### src/rtl/rff_pkg.sv
package rff_pkg;
  typedef enum logic [1:0] {
    RSN_OK   = 2'd0,
    RSN_ADDR = 2'd1,
    RSN_TYPE = 2'd2,
    RSN_LEN  = 2'd3
  } reason_e;

  localparam int unsigned DA_BYTES   = 6;
  localparam int unsigned ET_HI_IDX  = 12;
  localparam int unsigned ET_LO_IDX  = 13;
  localparam int unsigned IDX_W      = 16;
  localparam logic [15:0] CTRL_ETYPE = 16'h8808;

  typedef struct packed {
    logic [8*DA_BYTES-1:0] da;     // octet k at [8k+7:8k]
    logic [15:0]           etype;
    logic [IDX_W-1:0]      len;
  } hdr_t;
endpackage

### src/rtl/rff_hdr_capture.sv
module rff_hdr_capture
  import rff_pkg::*;
(
  input  logic       clk_i,
  input  logic       rst_ni,
  input  logic       valid_i,
  input  logic       sof_i,
  input  logic       eof_i,
  input  logic [7:0] data_i,
  output logic       done_o,
  output hdr_t       hdr_o
);
  logic                  in_frame_q;
  logic [IDX_W-1:0]      idx_q;
  logic [8*DA_BYTES-1:0] da_q;
  logic [15:0]           et_q;

  logic                  beat_first, beat_take;
  logic [IDX_W-1:0]      idx_cur, len_n;
  logic [8*DA_BYTES-1:0] da_n;
  logic [15:0]           et_n;

  assign beat_first = valid_i & sof_i;
  assign beat_take  = beat_first | (valid_i & in_frame_q);
  assign idx_cur    = beat_first ? '0 : idx_q;
  assign len_n      = (&idx_cur) ? idx_cur : idx_cur + 1'b1;

  // merge current beat so the end beat is visible to the decision
  always_comb begin
    da_n = beat_first ? '0 : da_q;
    et_n = beat_first ? '0 : et_q;
    if (beat_take) begin
      for (int k = 0; k < DA_BYTES; k++) begin
        if (idx_cur == IDX_W'(k)) da_n[8*k +: 8] = data_i;
      end
      if (idx_cur == IDX_W'(ET_HI_IDX)) et_n[15:8] = data_i;
      if (idx_cur == IDX_W'(ET_LO_IDX)) et_n[7:0]  = data_i;
    end
  end

  always_ff @(posedge clk_i or negedge rst_ni) begin
    if (!rst_ni) begin
      in_frame_q <= 1'b0;
      idx_q      <= '0;
      da_q       <= '0;
      et_q       <= '0;
    end else if (beat_take) begin
      in_frame_q <= ~eof_i;
      idx_q      <= len_n;
      da_q       <= da_n;
      et_q       <= et_n;
    end
  end

  assign done_o    = beat_take & eof_i;
  assign hdr_o.da    = da_n;
  assign hdr_o.etype = et_n;
  assign hdr_o.len   = len_n;
endmodule

### src/rtl/rff_classify.sv
module rff_classify
  import rff_pkg::*;
#(
  parameter int unsigned LEN_W   = 14,
  parameter int unsigned MIN_LEN = 60
) (
  input  hdr_t                  hdr_i,
  input  logic [8*DA_BYTES-1:0] station_i,
  input  logic                  da_discard_i,
  input  logic                  mc_discard_i,
  input  logic                  ctrl_drop_i,
  input  logic [LEN_W-1:0]      max_len_i,
  output reason_e               reason_o
);
  logic is_bcast, is_own, is_group, is_ctrl, too_short, too_long;

  assign is_bcast  = &hdr_i.da;
  assign is_own    = (hdr_i.da == station_i);
  assign is_group  = hdr_i.da[0];
  assign is_ctrl   = (hdr_i.etype == CTRL_ETYPE);
  assign too_short = hdr_i.len < IDX_W'(MIN_LEN);
  assign too_long  = hdr_i.len > IDX_W'(max_len_i);

  always_comb begin
    if (too_short || too_long)                         reason_o = RSN_LEN;
    else if (da_discard_i && !is_bcast && !is_own)     reason_o = RSN_ADDR;
    else if ((mc_discard_i && is_group && !is_bcast) ||
             (ctrl_drop_i && is_ctrl))                 reason_o = RSN_TYPE;
    else                                               reason_o = RSN_OK;
  end
endmodule

### src/rtl/rff_drop_counters.sv
module rff_drop_counters
  import rff_pkg::*;
#(
  parameter int unsigned CNT_W = 16
) (
  input  logic                  clk_i,
  input  logic                  rst_ni,
  input  logic                  hit_i,
  input  reason_e               reason_i,
  output logic [2:0][CNT_W-1:0] cnt_o
);
  for (genvar g = 0; g < 3; g++) begin : g_cnt
    logic [CNT_W-1:0] cnt_q;
    logic             inc;
    assign inc = hit_i && (reason_i == reason_e'(g + 1)) && !(&cnt_q);
    always_ff @(posedge clk_i or negedge rst_ni) begin
      if (!rst_ni)  cnt_q <= '0;
      else if (inc) cnt_q <= cnt_q + 1'b1;
    end
    assign cnt_o[g] = cnt_q;
  end
endmodule

### src/rtl/rx_frame_filter.sv
module rx_frame_filter
  import rff_pkg::*;
#(
  parameter int unsigned LEN_W   = 14,
  parameter int unsigned MIN_LEN = 60,
  parameter int unsigned CNT_W   = 16
) (
  input  logic             clk_i,
  input  logic             rst_ni,
  input  logic             valid_i,
  input  logic             sof_i,
  input  logic             eof_i,
  input  logic [7:0]       data_i,
  input  logic [31:0]      cfg_addr_lo_i,
  input  logic [17:0]      cfg_addr_hi_i,
  input  logic             cfg_ctrl_drop_i,
  input  logic [LEN_W-1:0] cfg_max_len_i,
  output logic             verdict_valid_o,
  output logic             verdict_accept_o,
  output logic [1:0]       verdict_reason_o,
  output logic [CNT_W-1:0] cnt_addr_o,
  output logic [CNT_W-1:0] cnt_type_o,
  output logic [CNT_W-1:0] cnt_len_o
);
  localparam int unsigned DA_W = 8 * DA_BYTES;

  logic                  done;
  hdr_t                  hdr;
  reason_e               reason;
  logic [DA_W-1:0]       station;
  logic [2:0][CNT_W-1:0] cnt;
  logic                  vld_q;
  reason_e               rsn_q;

  assign station = {cfg_addr_hi_i[15:0], cfg_addr_lo_i};

  rff_hdr_capture i_capture (
    .clk_i  (clk_i),
    .rst_ni (rst_ni),
    .valid_i(valid_i),
    .sof_i  (sof_i),
    .eof_i  (eof_i),
    .data_i (data_i),
    .done_o (done),
    .hdr_o  (hdr)
  );

  rff_classify #(.LEN_W(LEN_W), .MIN_LEN(MIN_LEN)) i_classify (
    .hdr_i       (hdr),
    .station_i   (station),
    .da_discard_i(cfg_addr_hi_i[16]),
    .mc_discard_i(cfg_addr_hi_i[17]),
    .ctrl_drop_i (cfg_ctrl_drop_i),
    .max_len_i   (cfg_max_len_i),
    .reason_o    (reason)
  );

  rff_drop_counters #(.CNT_W(CNT_W)) i_counters (
    .clk_i   (clk_i),
    .rst_ni  (rst_ni),
    .hit_i   (done),
    .reason_i(reason),
    .cnt_o   (cnt)
  );

  always_ff @(posedge clk_i or negedge rst_ni) begin
    if (!rst_ni) begin
      vld_q <= 1'b0;
      rsn_q <= RSN_OK;
    end else begin
      vld_q <= done;
      if (done) rsn_q <= reason;
    end
  end

  assign verdict_valid_o  = vld_q;
  assign verdict_accept_o = vld_q && (rsn_q == RSN_OK);
  assign verdict_reason_o = vld_q ? rsn_q : RSN_OK;
  assign cnt_addr_o = cnt[0];
  assign cnt_type_o = cnt[1];
  assign cnt_len_o  = cnt[2];
endmodule

### config.mk
export PLATFORM = sky130hd
export DESIGN_NAME = rx_frame_filter
export DESIGN_NICKNAME = d
export VERILOG_FILES = /design/src/rtl/rff_pkg.sv /design/src/rtl/rff_hdr_capture.sv /design/src/rtl/rff_classify.sv /design/src/rtl/rff_drop_counters.sv /design/src/rtl/rx_frame_filter.sv
export SDC_FILE = /design/constraint.sdc
export NUM_CORES = 1
export LEC_CHECK = 0
export ABC_AREA = 1
export ABC_CLOCK_PERIOD_IN_PS = 9600
export BUFFER_PORTS_ARGS = -buffer_cell sky130_fd_sc_hd__buf_2
export CAP_MARGIN = 20
export CORE_ASPECT_RATIO = 2
export CORE_UTILIZATION = 35
export CTS_CLUSTER_DIAMETER = 120
export DETAILED_ROUTE_END_ITERATION = 8
export PLACE_DENSITY_LB_ADDON = 0.12
export SETUP_SLACK_MARGIN = 0.4
export SYNTH_ARGS = -nofsm -noshare
export SYNTH_HDL_FRONTEND = slang
export SYNTH_HIERARCHICAL = 1
export SYNTH_SLANG_ARGS = --single-unit
### constraint.sdc
create_clock -name clk_i -period 9.6 [get_ports clk_i]
set_clock_uncertainty 0.05 [all_clocks]
set_input_delay 0.48 -clock clk_i [delete_from_list [all_inputs] [get_ports clk_i]]
set_output_delay 0.48 -clock clk_i [all_outputs]
set_load 0.05 [all_outputs]
Yosys cells after proc, flatten, opt, wreduce, memory -nomap -nowiden
Index checks and enable logic that the tools add are counted.

Word-level logic and storage cells: 76. Bits in writable memories: 0. Latch bits: 0. ROM bits: 0. Memories: 0. Output and inout port bits: 52. Input bits: 78. Register bits: 132.

Div/mod/pow operators: 0. Bitwise logic cells: 5. Eq/ne operators: 12. Add/subtract/negate cells: 4. Shift-type cells: 0. Reductions and logical operators: 26. Muxes and demuxes: 18. Order comparisons: 2. Multipliers: 0.

Operators by type and width (count): $mux W48 (2); $add A16 B1 Y16 const B (4); $mux W16 (4); $mux W8 (8); $reduce_and A16 Y1 (4); $eq A48 B48 Y1 (1); $reduce_and A48 Y1 (1); $eq A16 B2 Y1 const B (2); $eq A16 B3 Y1 const B (2); $eq A16 B4 Y1 const B (2); $eq A16 B1 Y1 const B (1); $eq A16 B16 Y1 const B (1); $gt A16 B14 Y1 (1); $logic_not A16 Y1 (1); $lt A16 B6 Y1 const B (1); $logic_and A1 B1 Y1 (12); $mux W2 (4); $logic_not A1 Y1 (5); $eq A2 B2 Y1 const B (2); $and A1 B1 Y1 (3); $eq A2 B1 Y1 const B (1); $logic_not A2 Y1 (1); $logic_or A1 B1 Y1 (2); $not A1 Y1 (1); $or A1 B1 Y1 (1).

Longest topological paths before layout
Gate-level depths: netlist of run 1.

Word-level depth: 15. Mapped depth: 31. Gate-level depth less buffers: 30.

By module
Netlist of run 1, hierarchy kept.

Modules (own cells, without submodules): rff_hdr_capture (times used 1, cells an instance 588, area an instance 4279.1 um2); rff_drop_counters (times used 1, cells an instance 430, area an instance 2954.1 um2); rff_classify (times used 1, cells an instance 245, area an instance 1318.8 um2); rx_frame_filter (times used 1, cells an instance 17, area an instance 130.1 um2).

Worst setup path before layout of run 1
OpenSTA, ideal clock, no wires.

Kind: input -> register. From: input sof_i. To: register i_counters.g_cnt[1].cnt_q[9]. Arrival time: 3170 ps. Setup slack: 6260 ps. Setup time: 120 ps. Path buffers: 3. Stages: 25. Path through: nand2_2 -> buf_6 -> buf_6 -> nand3_1 -> nor2_2 -> nand3_1 -> buf_4 -> nand2_1 -> ha_1 -> a21oi_1 -> nor2_1 -> nor3_1 -> nand2_1 -> nand2_1 -> nand2_1 -> a21oi_1 -> nand2_1 -> inv_1 -> nand3_1 -> inv_1 -> nand3_1 -> nor2_1 -> nand2_1 -> nand2_1 -> nand2_1.

RTL lines: from (decl) (RTL line rx_frame_filter.sv:11) `input logic sof_i,`; to (signal assigned) (RTL line rff_drop_counters.sv:18) `else if (inc) cnt_q <= cnt_q + 1'b1;`; to (decl) (RTL line rff_drop_counters.sv:13) `logic [CNT_W-1:0] cnt_q;`.

==> reports/qor.txt, run 1 <==
TIMING
--------------------------------------------------------------------------------
Number of max-slew violations in the final report .................            0
Setup repair after global routing missed its margin ...............        false
Final hold vios ...................................................            0
Post-layout minimum cycle time ....................................      4.85 ns
Final setup slack of the worst path ...............................      4.75 ns
Achievable clock frequency ........................................    0.206 GHz
Final setup violation count .......................................            0
Worst slew pin tran ...............................................     0.966 ns
Max-slew headroom .................................................        35.4%
Final total negative setup slack ..................................         0 ns
Part of the cycle the worst path needs ............................        50.5%

CRITICAL PATH
--------------------------------------------------------------------------------
Start of the worst register-to-register path ...................... i_capture/idx_q[9]
Last element of the critical path ................................. i_counters/g_cnt[2].cnt_q[7]
Reg2reg setup slack ...............................................      5.11 ns
Required time of the critical path ................................      9.91 ns
Critical Path Fanout Max ..........................................           42
Worst Reg2Reg Path Length in Cells ................................           19
Worst EP arrival ..................................................      5.16 ns
Setup Crit Path Kind .............................................. input pin to register
Cell repeated most along the worst path ........................... sky130_fd_sc_hd__nand2_1
Startpoint kind of the worst setup timing path ....................    input pin
Buf/Inv on CP .....................................................            2
Cell class contributing the biggest share of worst-path delay ..... simple AND/OR/NAND/NOR gates
Critical Path Stages ..............................................           21
Endpoint type of the worst setup path .............................     register
Delay of the slowest cell on the worst path .......................      0.77 ns
Crit. Startpoint ..................................................      valid_i
Endpoint of the lowest-slack register-to-register path ............ i_counters/g_cnt[2].cnt_q[7]
Cells traversed along the worst timing path ....................... buf_2 > nand2_2 > nand2_1 > nand4_1 > nor2_2 > nand2_1 > o21ai_1 > nand2_1 > nor2_1 > nand2_1 > nor3_2 > nand3_1 > nand2_1 > inv_1 > nand2_2 > nand2_1 > nand2_1 > nand3_1 > nor2_1 > nand2_1 > o21ai_2
Cell with the largest stage delay on the worst path ............... sky130_fd_sc_hd__nor2_1

GRT
--------------------------------------------------------------------------------
Wire length of the first global-routing pass ......................    41,000 um
Pin count of the biggest net entering global routing ..............           71
Via count of the first global-routing pass ........................        8,255
Initial antenna violation count ...................................            0
Aggregate global-route resource usage .............................        21.1%
GRT Residual Overflow .............................................            0

YOSYS
--------------------------------------------------------------------------------
Share of synthesized flip-flops with an asynchronous set or reset .         100%
Syn nets ..........................................................        1,375
Sequential area share after synthesis .............................        38.0%
Top cells by area, synth .......................................... sky130_fd_sc_hd__dfrtp_1, sky130_fd_sc_hd__nand2_1, sky130_fd_sc_hd__nor2_1
Number of warning messages in the yosys log .......................            6
Ys flop type ...................................................... sky130_fd_sc_hd__dfrtp_1
Most common cell in the netlist ................................... sky130_fd_sc_hd__nand2_1
Cells after Synth .................................................        1,280
Mapped cell area ..................................................  0.00868 mm2
Number of flops mapped to enable cells by yosys ...................            0
Register bit total from synthesis .................................          132
Unique cell type count in the Yosys netlist .......................           38
Cell taking the most area after synthesis ......................... sky130_fd_sc_hd__dfrtp_1
Avg Cell Area, Syn ................................................     6.78 um2
Top-area cell type share of the netlist area ......................        38.0%
Commonest cells in the netlist .................................... sky130_fd_sc_hd__nand2_1, sky130_fd_sc_hd__dfrtp_1, sky130_fd_sc_hd__nor2_1

CTS
--------------------------------------------------------------------------------
TritonCTS Buffers .................................................           17
Reg clk slew, reported paths ......................................      0.06 ns
Hold bufs inserted after CTS ......................................            0
H-tree levels .....................................................            4
Clock tree root buffer cell ....................................... sky130_fd_sc_hd__clkbuf_16
Number of sinks driven by the clock tree ..........................          132
TritonCTS clock tree ..............................................        built
Buffers inserted during post-CTS setup optimization ...............            0
Number of gates given a new drive strength after cts ..............            0
Worst-Skew Late Latency ...........................................      0.43 ns
Buffers from clock root to sink, at most ..........................            2

POWER
--------------------------------------------------------------------------------
Clock share of power ..............................................        32.7%
Net switching fraction of the power ...............................        37.8%
Gate power share ..................................................        30.1%
Register share of total power .....................................        37.2%
Leakage component of the power ....................................   0.00575 uW
Internal cell power ...............................................      1190 uW
VDD IR max ........................................................     0.118 mV
PnR Total Power ...................................................      1910 uW
Power density over the cells ......................................   188 mW/mm2
Reported net switching power ......................................       723 uW

DIE
--------------------------------------------------------------------------------
Initial Utilization ...............................................        35.5%
Core Region .......................................................   0.0244 mm2
Full die area .....................................................   0.0255 mm2
Number of top-level design ports ..................................          130
Die span in x .....................................................       113 um
Site Rows .........................................................           81
Vertical extent of the die ........................................       225 um

LAYOUT
--------------------------------------------------------------------------------
Net count of the finished layout ..................................        1,504
Multi-input gate area in the final layout .........................  0.00478 mm2
Number of fill cells in the layout ................................        2,631
Number of antenna repair diodes ...................................            0
Layout cells sized above 1 ........................................        14.8%
Storage element area ..............................................  0.00330 mm2
Final cell count without fillers ..................................        1,754
Area growth syn-to-layout .........................................        17.0%

PLACED DESIGN
--------------------------------------------------------------------------------
Pre-CTS setup slack ...............................................      4.24 ns
RD Place Congestion ...............................................        0.833
Total of buffers placed on input and output ports .................          129
Inst Count DP .....................................................        1,722
HPWL after detailed placement .....................................    19,700 um

FLOW RUN
--------------------------------------------------------------------------------
Number of max-cap violations ......................................            0

ROUTING
--------------------------------------------------------------------------------
ANT nets after route ..............................................            0
Overall via count from detail_route ...............................        8,231
Final WL ..........................................................    25,600 um
Number of detailed-route iterations in the first pass .............            6
Number of DRC markers after the initial detailed-route iteration ..          378
Average wire per standard cell ....................................      14.6 um
Via-per-instance ratio ............................................         4.69
Number of DRC violations after detailed routing ...................            0

WORST HOLD PATH
--------------------------------------------------------------------------------
Worst hold path class ............................................. input pin to async pin

OUTCOME
--------------------------------------------------------------------------------
Result of the run ................................................. complete, no violations

-- power by group through the flow --
stage	clock network [uW]	logic (uW)	registers, uW
floorplan	0	360	776
global placement	0	579	721
detailed placement	0	584	723
CTS	649	587	714
global route	668	647	724
finish	625	576	712
-- cell families after synthesis --
group | after synthesis | synth area share (%)
and+or+nand+nor | 877 | 42.8
buffers and inverters | 136 | 6.89
DFF | 132 | 38.0
xor gates and xnor gates | 61 | 6.15
AOI/OAI and AO/OA | 57 | 3.68
adders and majority gates | 17 | 2.45
-- sequential cells by signal, indices dropped and copies added, names as in the netlist --
register                cells
i_capture/et_q             16
i_capture/idx_q            16
rsn_q                       2
i_capture/da_q             48
i_capture/in_frame_q        1
verdict_valid_o             1
i_counters/g_cnt.cnt_q     48
-- final cells by class --
class,count,area share (%)
Clock buffer,23,4.71
Tap cell,332,4.09
Sequential cell,132,32.5
Multi-Input combinational cell,1012,47.1
Timing Repair Buffer,132,6.64
Clock inverter,9,0.776
Inverter,114,4.21
-- layout by cell type, fill, tap and decap left out, types with 5 or more instances in the layout --
master                        n
sky130_fd_sc_hd__a21oi_1      8
sky130_fd_sc_hd__a31oi_1      5
sky130_fd_sc_hd__and3_1       5
sky130_fd_sc_hd__buf_2      128
sky130_fd_sc_hd__clkbuf_16   17
sky130_fd_sc_hd__clkinv_2     5
sky130_fd_sc_hd__dfrtp_1    132
sky130_fd_sc_hd__ha_1        17
sky130_fd_sc_hd__inv_1      110
sky130_fd_sc_hd__nand2_1    610
sky130_fd_sc_hd__nand2_2     10
sky130_fd_sc_hd__nand3_1     58
sky130_fd_sc_hd__nand3_2     12
sky130_fd_sc_hd__nand3b_1    10
sky130_fd_sc_hd__nand4_1     27
sky130_fd_sc_hd__nor2_1     117
sky130_fd_sc_hd__nor2_2       6
sky130_fd_sc_hd__nor2_4       5
sky130_fd_sc_hd__o21ai_0     24
sky130_fd_sc_hd__o21ai_1     12
sky130_fd_sc_hd__o21ai_2      5
sky130_fd_sc_hd__xnor2_1     49
sky130_fd_sc_hd__xor2_1      12
-- per-stage QoR --
| stage | area (um2) | hold WS [ns] | util, % |
|---|---|---|---|
| after CTS | 10200 | 0.00421 | 41.6 |
| final | 10200 | 0.000651 | 41.6 |
| after detailed placement | 9600 | 0.403 | 39.3 |
| after global placement | 9600 | 0.398 | 39.3 |
| after floorplan | 8680 | 0.134 | - |
| after global routing | 10200 | 0.0392 | 41.6 |
-- how the worst min path moves through the flow --
stage	from	slack, ns	endpoint
after floorplan	rst_ni	0.13	i_capture/da_q[0]
after global placement	i_capture/da_q[42]	0.40	i_capture/da_q[42]
after detailed placement	i_capture/da_q[9]	0.40	i_capture/da_q[9]
after CTS	rst_ni	0.004	i_capture/da_q[36]
after global routing	rst_ni	0.04	i_capture/da_q[36]
final	rst_ni	0.0007	i_capture/da_q[36]
-- metal layers --
layer / share of wire, % / GRT usage (%)
met2: 57 / 42.8
met4: 3.6 / 10.2
met3: 3.1 / 3.42
met5: 0 / 0
met1: 36 / 19.7
No activity file was read; power rests on OpenSTA's default activity.
==> run 2, diff against run 1 <==
ABC_AREA = 0   (was 1)
ABC_CLOCK_PERIOD_IN_PS = 4550   (was 9600)
clock period = 4.55 ns   (was 9.6 ns; I/O delays follow)
==> run 2 against run 1 <==
  * Sequential share of layout area shrank 3.1 points
  * Cell count shrank 22%
  * Synthesized cell count fell by 33%
  * Critical endpoint is now i_counters/g_cnt[1].cnt_q[10]
==> reports/qor.txt, run 2 <==
OUTCOME
-------------------------------------------------------------------------------------
Result of the run ...................................................... complete, no violations

YOSYS
-------------------------------------------------------------------------------------
Number of flops mapped to enable cells by yosys ........................            0   unchanged
Cell taking the most area after synthesis .............................. sky130_fd_sc_hd__dfrtp_1
Most common cell in the netlist ........................................ sky130_fd_sc_hd__dfrtp_1
Top-area cell type share of the netlist area ...........................        41.6%   +3.5 points
Register bit total from synthesis ......................................          132   unchanged
Commonest cells in the netlist ......................................... sky130_fd_sc_hd__dfrtp_1, sky130_fd_sc_hd__o21ai_0, sky130_fd_sc_hd__nand2_1
Number of warning messages in the yosys log ............................            6   unchanged
Sequential area share after synthesis ..................................        41.6%   +3.5 points
Mapped cell area .......................................................  0.00795 mm2   -8.5%
Syn nets ...............................................................          955   -31%
Top cells by area, synth ............................................... sky130_fd_sc_hd__dfrtp_1, sky130_fd_sc_hd__xor2_1, sky130_fd_sc_hd__o21ai_0
Ys flop type ........................................................... sky130_fd_sc_hd__dfrtp_1
Cells after Synth ......................................................          860   -33%
Share of synthesized flip-flops with an asynchronous set or reset ......         100%   unchanged
Unique cell type count in the Yosys netlist ............................           66   +74%
Avg Cell Area, Syn .....................................................     9.24 um2   +36%

CRITICAL PATH
-------------------------------------------------------------------------------------
Worst Reg2Reg Path Length in Cells .....................................           19   unchanged
Cells traversed along the worst timing path ............................ nor4_4 > nand4_4 > buf_4 > buf_6 > nor2b_4 > buf_12 > buf_8 > buf_12 > o21ai_2 > xor2_1 > nor4_1 > nand4_1 > o31a_1 > o211ai_4 > nand3b_1 > buf_4 > or3_4 > nor3_4 > xor2_1
Endpoint type of the worst setup path ..................................     register
Required time of the critical path .....................................      4.86 ns   -5.05 ns
Cell with the largest stage delay on the worst path .................... sky130_fd_sc_hd__dfrtp_1
Start of the worst register-to-register path ........................... i_capture/idx_q[10]
Reg2reg setup slack ....................................................      0.15 ns   -4.96 ns
Startpoint kind of the worst setup timing path .........................     register
Critical Path Fanout Max ...............................................            8   -81%
Endpoint of the lowest-slack register-to-register path ................. i_counters/g_cnt[1].cnt_q[10]
Delay of the slowest cell on the worst path ............................      0.40 ns   -0.37 ns
Worst EP arrival .......................................................      4.71 ns   -0.45 ns
Setup Crit Path Kind ................................................... register to register

PLACED DESIGN
-------------------------------------------------------------------------------------
Total of buffers placed on input and output ports ......................          129   unchanged
RD Place Congestion ....................................................        0.876   +5.1%
Placement-stage cell area ..............................................  0.00940 mm2   -2.1%
HPWL after detailed placement ..........................................    19,000 um   -3.7%
Pre-CTS setup slack ....................................................    -0.107 ns   -4.35 ns
Inst Count DP ..........................................................        1,303   -24%

LAYOUT
-------------------------------------------------------------------------------------
Commonest cells after routing, fill and taps aside ..................... sky130_fd_sc_hd__dfrtp_1, sky130_fd_sc_hd__buf_2, sky130_fd_sc_hd__nand2_1
Post-route standard cell area excluding fillers ........................   0.0112 mm2   +11%
Number of antenna repair diodes ........................................            0   unchanged
Area growth syn-to-layout ..............................................        41.3%
Layout cells sized above 1 .............................................        37.0%   +22 points
Most frequent standard cell in the layout excluding fill and tap cells . sky130_fd_sc_hd__dfrtp_1
Largest registers ranked by flip-flop count ............................ i_capture/da_q (48), i_counters/g_cnt.cnt_q (48)
Final cell count without fillers .......................................        1,370   -22%
Net count of the finished layout .......................................        1,177   -22%

GRT
-------------------------------------------------------------------------------------
Initial antenna violation count ........................................            0   unchanged
Wire length of the first global-routing pass ...........................    39,700 um   -3.1%
GRT Residual Overflow ..................................................            0   unchanged
Aggregate global-route resource usage ..................................        22.7%   +1.6 points
Pin count of the biggest net entering global routing ...................           76   +7.0%
Via count of the first global-routing pass .............................        7,630   -7.6%

CTS
-------------------------------------------------------------------------------------
TritonCTS clock tree ...................................................        built
TritonCTS Buffers ......................................................           17   unchanged
Buffers from clock root to sink, at most ...............................            2   unchanged
Worst-Skew Late Latency ................................................      0.45 ns   +0.02 ns
H-tree levels ..........................................................            4   unchanged
Clock tree root buffer cell ............................................ sky130_fd_sc_hd__clkbuf_16
Reg clk slew, reported paths ...........................................      0.06 ns   about the same
Number of sinks driven by the clock tree ...............................          132   unchanged

POWER
-------------------------------------------------------------------------------------
Net switching fraction of the power ....................................        29.0%   -8.8 points
Clock share of power ...................................................        43.0%   +10 points
Gate power share .......................................................        19.7%   -10 points
PnR Total Power ........................................................      3520 uW   +84%
Internal cell power ....................................................      2500 uW   +110%
Leakage component of the power .........................................   0.00523 uW   -9.0%
Register share of total power ..........................................        37.3%   about the same
Power density over the cells ...........................................   313 mW/mm2   +66%
Reported net switching power ...........................................      1020 uW   +41%
VDD IR max .............................................................     0.246 mV   +110%

DIE
-------------------------------------------------------------------------------------
Vertical extent of the die .............................................       215 um   -4.3%
Initial Utilization ....................................................        35.9%   +0.31 points
Die span in x ..........................................................       109 um   -4.3%
Number of top-level design ports .......................................          130   unchanged
Site Rows ..............................................................           77   -4.9%
Full die area ..........................................................   0.0233 mm2   -8.4%
Core Region ............................................................   0.0222 mm2   -9.3%

TIMING
-------------------------------------------------------------------------------------
Setup repair after global routing missed its margin ....................         true
Worst slew pin tran ....................................................      1.07 ns   +0.105 ns
Number of max-slew violations in the final report ......................            0   unchanged
Final setup slack of the worst path ....................................     0.148 ns   -4.60 ns
Achievable clock frequency .............................................    0.227 GHz
Final hold vios ........................................................            0   unchanged
Final total negative setup slack .......................................         0 ns   unchanged
Max-slew headroom ......................................................        28.0%   -7.4 points
Final setup violation count ............................................            0   unchanged
Post-layout minimum cycle time .........................................      4.40 ns
Part of the cycle the worst path needs .................................        96.7%

WORST HOLD PATH
-------------------------------------------------------------------------------------
Endpoint, Worst Hold ................................................... i_capture/et_q[0]
Cell depth of the worst hold path ......................................            3
Worst hold path class .................................................. input pin to register
Worst hold start .......................................................    data_i[0]

ROUTING
-------------------------------------------------------------------------------------
Number of detailed-route iterations in the first pass ..................            4   -2
Average wire per standard cell .........................................      19.0 um   +30%
Final WL ...............................................................    26,100 um   +1.8%
Overall via count from detail_route ....................................        7,445   -9.5%
Via-per-instance ratio .................................................         5.43   +16%
ANT nets after route ...................................................            0   unchanged
Number of DRC violations after detailed routing ........................            0   unchanged
Number of DRC markers after the initial detailed-route iteration .......          268   -29%

FLOW RUN
-------------------------------------------------------------------------------------
Number of max-cap violations ...........................................            0   unchanged

[run 2: logic make-up (layout without fill, tap and decap cells)]
logic type	Yosys count	in the layout	synth area share, %
AOI/OAI and AO/OA	171	171	12.7
xor gates and xnor gates	97	97	10.7
adders and majority gates	17	17	2.68
buffers and inverters	66	300	3.53
DFF	132	132	41.6
muxes	24	24	3.84
and+or+nand+nor	353	353	25.0
[run 2: cell type report]
class                   instances  area [um2]
clock inverters                 8         146
flip-flops and latches        132        3310
repair buffers                241        1740
multi-input cells             662        5080
inverters                      28         105
clock buffers                  23         498
well taps                     276         345
fillers                      2143       10900
[run 2: power by group through the flow]
stage / clock [uW] / combinational, uW / sequential, uW
2_1_floorplan: 0 / 274 / 1420
3_3_place_gp: 0 / 608 / 1330
3_5_place_dp: 0 / 609 / 1330
4_1_cts: 1550 / 649 / 1310
5_1_grt: 1590 / 746 / 1320
6_report: 1510 / 692 / 1310
[run 2: metrics by stage]
stage | hold slack, ns | util (%)
2_1_floorplan | -0.118 | -
3_3_place_gp | 0.280 | 42.4
3_5_place_dp | 0.268 | 42.4
4_1_cts | 0.0796 | 47.2
5_1_grt | 0.116 | 50.7
6_report | 0.102 | 50.7
[run 2: per-layer routing]
metal  wire length [um]  vias up  GRT usage (%)
met1               9360     3594           21.9
li1                   -     3583              -
met5                  0        -              0
met3                797       66           3.85
met4               1340        0           13.8
met2              14600      202           42.9
[run 2: worst max path at each step]
stage                   startpoint                            end  slack, ns  cells past startpoint
6_report       i_capture/idx_q[10]  i_counters/g_cnt[1].cnt_q[10]       0.15                     19
5_1_grt        i_capture/idx_q[12]  i_counters/g_cnt[2].cnt_q[12]      -0.05                     20
4_1_cts        i_capture/idx_q[10]  i_counters/g_cnt[2].cnt_q[13]       0.09                     16
3_5_place_dp    i_capture/idx_q[8]  i_counters/g_cnt[2].cnt_q[13]      -0.11                     16
3_3_place_gp   i_capture/idx_q[12]  i_counters/g_cnt[2].cnt_q[15]      -0.15                     17
2_1_floorplan   i_capture/idx_q[5]  i_counters/g_cnt[2].cnt_q[13]       0.40                     15
[run 2: critical path: cells and delay by family (launching register included)]
family,cells,cell delay [ns]
flip-flops,1,0.40
AO/OA/AOI/OAI,3,0.68
buffers and inverters,6,0.85
AND/OR/NAND/NOR,8,2.01
XOR/XNOR,2,0.32
[run 2: what timing repair did]
item / in CTS / in global routing
hold endpoints to repair: 74 / 0
setup buffers: 12 / 17
endpoints found under the setup margin: 48 / 48
resized for setup: 56 / 125
pin swaps: 17 / 39
hold buffers: 3 / 0
gates cloned: 1 / 3
